`src/rtl/cfg_bridge_regfile.sv`:
```
module cfg_bridge_regfile #(
  parameter bit          HAS_CAP = 1'b1,
  parameter int          ADDR_W  = 12,
  parameter logic [31:0] ID_WORD = 32'h7a11_1d5e,
  parameter logic [7:0]  REV_ID  = 8'h01
) (
  input  logic              clk,
  input  logic              rst_n,
  input  logic              req_valid,
  input  logic              req_write,
  input  logic [ADDR_W-1:0] req_addr,
  input  logic [2:0]        req_size,
  input  logic [31:0]       req_wdata,
  output logic [ADDR_W-3:0] ovr_idx,
  input  logic              ovr_valid,
  input  logic [31:0]       ovr_data,
  output logic              rsp_valid,
  output logic              rsp_err,
  output logic [31:0]       rsp_rdata,
  output logic              wn_valid,
  output logic [ADDR_W-3:0] wn_idx,
  output logic [31:0]       wn_old,
  output logic [31:0]       wn_new,
  output logic [31:0]       wn_mask
);
  localparam int NDW = HAS_CAP ? 31 : 16;
  localparam int IW  = $clog2(NDW);

  function automatic logic [31:0] f_rw(input int i);
    case (i)
      1:  return 32'h0000_0147;
      6:  return 32'h00FF_FFFF;
      7:  return 32'h0000_F0F0;
      8, 9: return 32'hFFF0_FFF0;
      10, 11, 12: return 32'hFFFF_FFFF;
      14: return 32'hFFFF_F801;
      15: return 32'h0B6F_00FF;
      18: return 32'h0000_FFFF;
      20: return 32'h0000_0FFB;
      22: return 32'h0000_1FFF;
      23: return 32'h0000_001F;
      default: return 32'h0;
    endcase
  endfunction

  function automatic logic [31:0] f_w1c(input int i);
    case (i)
      1, 7: return 32'hF900_0000;
      15: return 32'h0400_0000;
      18: return 32'h000F_0000;
      20: return 32'hC000_0000;
      22: return 32'h011F_0000;
      24: return 32'h0001_0000;
      default: return 32'h0;
    endcase
  endfunction

  function automatic logic [31:0] f_rsvd(input int i);
    case (i)
      1:  return 32'h004F_FC00;
      7:  return 32'h005F_0000;
      13: return 32'hFFFF_FF00;
      14: return 32'h0000_07FE;
      15: return 32'hF010_0000;
      18: return 32'hFFE0_0000;
      19: return 32'h0080_0000;
      20: return 32'h0000_F004;
      22: return 32'hFE00_E000;
      23: return 32'hFFFE_FFE0;
      24: return 32'hFFFC_0000;
      default: return 32'h0;
    endcase
  endfunction

  function automatic logic [31:0] f_init(input int i);
    case (i)
      0:  return ID_WORD;
      1:  return 32'h0010_0000;
      2:  return {16'h0604, 8'h00, REV_ID};
      3:  return 32'h0001_0010;
      13: return HAS_CAP ? 32'h0000_0040 : 32'h0;
      16: return HAS_CAP ? 32'h0142_0010 : 32'h0;
      default: return 32'h0;
    endcase
  endfunction

  logic [31:0] mem [NDW];
  logic [ADDR_W-3:0] idx;
  logic [4:0]  sh;
  logic        in_rng, size_ok, do_wr;
  logic [31:0] cur, bmask, wd, nxt, rdat, rw_m, w1c_m;

  assign idx     = req_addr[ADDR_W-1:2];
  assign ovr_idx = idx;
  assign sh      = {req_addr[1:0], 3'b000};
  assign in_rng  = int'(idx) < NDW;
  assign size_ok = (req_size == 3'd1) || (req_size == 3'd2) || (req_size == 3'd4);
  assign do_wr   = req_valid && req_write && in_rng && size_ok;
  assign rw_m    = f_rw(int'(idx));
  assign w1c_m   = f_w1c(int'(idx));
  assign wd      = req_wdata << sh;
  assign bmask   = (req_size == 3'd4) ? 32'hFFFF_FFFF :
                   (req_size == 3'd2) ? (32'h0000_FFFF << sh) : (32'h0000_00FF << sh);

  always_comb begin
    cur = 32'h0;
    if (in_rng)
      cur = (ovr_valid ? ovr_data : mem[idx[IW-1:0]]) & ~f_rsvd(int'(idx));
    nxt  = ((cur & ~(rw_m & bmask)) | (wd & rw_m & bmask)) & ~(wd & w1c_m & bmask);
    rdat = cur >> sh;
    if (req_size == 3'd1)      rdat = rdat & 32'h0000_00FF;
    else if (req_size == 3'd2) rdat = rdat & 32'h0000_FFFF;
  end

  always_ff @(posedge clk) begin
    if (!rst_n) begin
      for (int i = 0; i < NDW; i++) mem[i] <= f_init(i);
      rsp_valid <= 1'b0;
      rsp_err   <= 1'b0;
      rsp_rdata <= 32'h0;
      wn_valid  <= 1'b0;
      wn_idx    <= '0;
      wn_old    <= 32'h0;
      wn_new    <= 32'h0;
      wn_mask   <= 32'h0;
    end else begin
      rsp_valid <= req_valid;
      rsp_err   <= req_valid && in_rng && !size_ok;
      rsp_rdata <= (req_valid && !req_write && in_rng && size_ok) ? rdat : 32'h0;
      wn_valid  <= do_wr;
      if (do_wr) begin
        mem[idx[IW-1:0]] <= nxt;
        wn_idx  <= idx;
        wn_old  <= cur;
        wn_new  <= nxt;
        wn_mask <= bmask;
      end
    end
  end
endmodule


```
`config.mk`:
```
export PLATFORM = sky130hd
export DESIGN_NAME = cfg_bridge_regfile
export DESIGN_NICKNAME = d
export VERILOG_FILES = /design/src/rtl/cfg_bridge_regfile.sv
export SDC_FILE = /design/constraint.sdc
export NUM_CORES = 2
export LEC_CHECK = 0
export BUFFER_PORTS_ARGS = -buffer_cell sky130_fd_sc_hd__buf_4
export CORE_MARGIN = 5
export CORE_UTILIZATION = 56
export DETAILED_ROUTE_END_ITERATION = 7
export PLACE_DENSITY = 0.76
export SYNTH_ARGS = -nofsm -noshare
export SYNTH_HDL_FRONTEND = slang
export SYNTH_SLANG_ARGS = --single-unit
```
`constraint.sdc`:
```
create_clock -name clk -period 3.59 [get_ports clk]
set_clock_uncertainty 0.1 [all_clocks]
set_input_delay 0.5385 -clock clk [delete_from_list [all_inputs] [get_ports clk]]
set_output_delay 0.5385 -clock clk [all_outputs]
set_load 0.01 [all_outputs]
```
==> qor.csv <==
metric;value;unit
status;finished clean;
whs_endpoint;rsp_rdata[29]$_SDFF_PP0_;
initialDrtViolationCount;6496;
fillers;6103;
cts_root_buf;clkbuf_16;
hp-start;ovr_data[29];
hold_depth;3;
antenna_found_initial;3;
maxCapViolCount;0;
die_w;311.2;um
multi_input_area;0.01601;mm^2
synth_flop_cell;edfxtp_1;
period_share;0.9535;
cp_max_fo;30;
fin_crit;3423;ps
yosysWarningCount;0;
viasPerCell;6.582;
finalNetCount;4479;
leakagePower;0.02217;uW
totalWireLength;178300;um
p_per_area;480.3;mW/mm^2
synthArstFlopShare;0;
finalInstanceArea;0.06117;mm^2
finalHoldViolations;0;
postRouteAntennaNets;0;
slew_headroom;0.2919;
critical_path_class;reg -> reg;
yosysTopAreaCellShare;0.6053;
required;3920;ps
rows;110;
ys_ff_latch;1137;
wl_per_cell;31.51;um
antennaDiodeCount;0;
areaGrowthSynthToFinish;20.42;%
track_usage;0.3620;
hpwlAfterDp;121600;um
ys_seq_area_frac;0.6498;
yosysTopAreaCell;edfxtp_1;
drc;0;
postCtsSetupBuffers;0;
report.final.setup_viol;0;
clk_pin_slew_worst_paths;70;ps
endpoint_kind;register;
grt_pass1_vias;36399;
synth.area.top_cells;edfxtp_1, mux4_2, nor2_1, dfxtp_1, mux2i_1;
synthCells;3885;
hp-class;in -> reg;
ys_types;90;
start_util;0.5644;
peakVddDrop;0.0005225;V
die_y;311.2;um
worstSetupStartpointType;register;
dieArea;0.09684;mm^2
r2r-start;mem[16][25]$_SDFFCE_PN0P_;
cts_hold_buf;0;
cts_sinks;1137;
rsz0062_at_grt;no;
reg2regPathDepth;10;
synth.avg_cell_area;13.08;um^2
clock_path_buffers;3;
core;0.09001;mm^2
firstDrtPassIters;8;
reg2reg_to;mem[21][25]$_SDFFCE_PN0P_;
max_freq;292.1;MHz
clock_latency;710;ps
grt_pass1_wl;256000;um
grt_max_degree;66;
grt_overflow;0;
cts_tree;yes;
synth-edff-count;1024;
port_buffers;234;
gp_congestion;1.033;
worstPathArrival;3750;ps
ios;235;
drv_slew;0;
drive_gt1_frac;0.2702;
cts-resized-gates;0;
final.setup.tns;0;ps
numCtsBuffers;111;
syn_area;0.05080;mm^2
reg2reg_slack;170;ps
placed_area;0.05745;mm^2
vias;37243;
tightest_slew;1065;ps
regArea;0.03301;mm^2
h-tree-depth;3;
[cells by family (layout without fill, tap and decap cells)]
family,after synthesis,count (layout),share of synthesized area
flip-flops,1137,1137,0.6498
adder cells (fa/ha/maj),5,5,0.001231
AND/OR/NAND/NOR,1471,1471,0.1186
buffers and inverters,451,974,0.04596
other,1,75,0.00007382
AO/OA/AOI/OAI,467,467,0.06352
multiplexers,352,352,0.1206
XOR/XNOR,1,1,0.0001724
[per-stage QoR]
| step | util | cells | worst slack [ps] | power, uW | hold WS (ps) |
|---|---|---|---|---|---|
| 2_1_floorplan | - | 3959 | 13.71 | 16350 | 373.6 |
| 3_3_place_gp | 0.6383 | 5453 | -230.2 | 17530 | 341.6 |
| 3_5_place_dp | 0.6383 | 5453 | -232.0 | 17580 | 347.7 |
| 4_1_cts | 0.6796 | 5658 | 248.8 | 29320 | 59.21 |
| 5_1_grt | 0.6796 | 5658 | 109.1 | 30030 | 92.24 |
| 6_report | 0.6796 | 5658 | 166.8 | 29380 | 90.65 |
[cell usage after synthesis (all sizes together) (3+ instances only)]
| library cell | instances |
|---|---|
| clkinv | 3 |
| a2bb2oi | 3 |
| o32a | 3 |
| o2111ai | 3 |
| mux4 | 204 |
| a31oi | 15 |
| mux2i | 115 |
| o21ai | 72 |
| nand2b | 15 |
| clkbuf | 164 |
| and2 | 16 |
| o21a | 16 |
| and3b | 4 |
| nand4 | 14 |
| edfxtp | 1024 |
| dfxtp | 113 |
| o31ai | 7 |
| a211oi | 25 |
| ha | 5 |
| o211ai | 11 |
| or2 | 8 |
| nor2 | 1006 |
| nand3b | 4 |
| a2111oi | 12 |
| mux2 | 33 |
| a221oi | 18 |
| a22o | 10 |
| o21bai | 3 |
| nor4 | 6 |
| nand3 | 43 |
| nand2 | 252 |
| or3 | 5 |
| a21o | 14 |
| a21oi | 145 |
| nor3b | 6 |
| o22ai | 28 |
| a211o | 3 |
| nor3 | 33 |
| buf | 235 |
| inv | 49 |
| and3 | 10 |
| a22oi | 40 |
| nor2b | 42 |
| o221ai | 16 |
[sequential cells by signal, indices dropped and copies added, names as in the netlist]
signal and flops:
wn_new 32, rsp_valid 1, rsp_err 1, rsp_rdata 32, wn_idx 10, mem 1024, wn_mask 4, wn_valid 1
wn_old 32
[report_power, final]
group / switching (uW) / leakage (uW) / internal [uW] / total (uW)
clock network: 5090 / 0.00181 / 6890 / 12000
logic: 1510 / 0.00891 / 971 / 2480
registers: 124 / 0.0114 / 14800 / 14900
total: 6720 / 0.0222 / 22700 / 29400
[cell usage in the layout (no fill, tap or decap), types with 11 or more instances in the layout]
cell type  instances
clkbuf_1          17
a31oi_1           12
a211oi_1          25
a221oi_1          13
nor2b_1           42
edfxtp_1        1024
nor3_1            31
o22ai_1           26
mux4_2           204
nand2_1          228
nand2b_1          15
mux2_2            33
mux2i_1          109
inv_1             46
a22oi_1           40
clkinv_1          24
buf_12           109
clkbuf_16        116
o21ai_0           64
clkinv_2          18
o21a_1            16
o221ai_1          12
nor2_1          1004
a21oi_1          141
a21o_1            14
nand2_2           24
o211ai_1          11
nand4_1           14
bufinv_16         13
buf_4            605
conb_1            75
and2_1            15
dfxtp_1          113
nand3_1           43
[cell type report]
type / count / share of cell area
flip-flops and latches: 1137 / 0.5396
clock inverters: 67 / 0.01151
clock buffers: 138 / 0.04933
well taps: 1176 / 0.02405
multi-input cells: 2371 / 0.2617
inverters: 52 / 0.003191
repair buffers: 717 / 0.1106
[critical path, cell delays in order, from the launching register on]
cell and delay [ps]:
edfxtp_1 430, mux4_2 500, a22oi_1 210, a21oi_1 340, buf_12 250, a2111oi_2 440, nor3_1 130, buf_4 170
mux2i_4 180, buf_12 270, nor2_1 90
[how the worst max path moves through the flow]
stage / slack, ps / endpoint / startpoint
2_1_floorplan: 10 / mem[1][0]$_SDFFCE_PN0P_ / req_addr[7]
3_3_place_gp: -230 / mem[7][5]$_SDFFCE_PN0P_ / req_addr[2]
3_5_place_dp: -230 / mem[23][5]$_SDFFCE_PN0P_ / req_addr[2]
4_1_cts: 250 / mem[21][25]$_SDFFCE_PN0P_ / mem[16][25]$_SDFFCE_PN0P_
5_1_grt: 110 / mem[6][25]$_SDFFCE_PN0P_ / mem[16][25]$_SDFFCE_PN0P_
6_report: 170 / mem[21][25]$_SDFFCE_PN0P_ / mem[16][25]$_SDFFCE_PN0P_
[routing by layer]
metal  part of all wire  routed length [um]  GRT usage
met1               0.33               58420     0.4773
met2               0.45               80080     0.5533
met3               0.15               26890    0.09963
met4              0.072               12880     0.1957
met5                  0                   0          0
No activity file was read; power rests on OpenSTA's default activity.
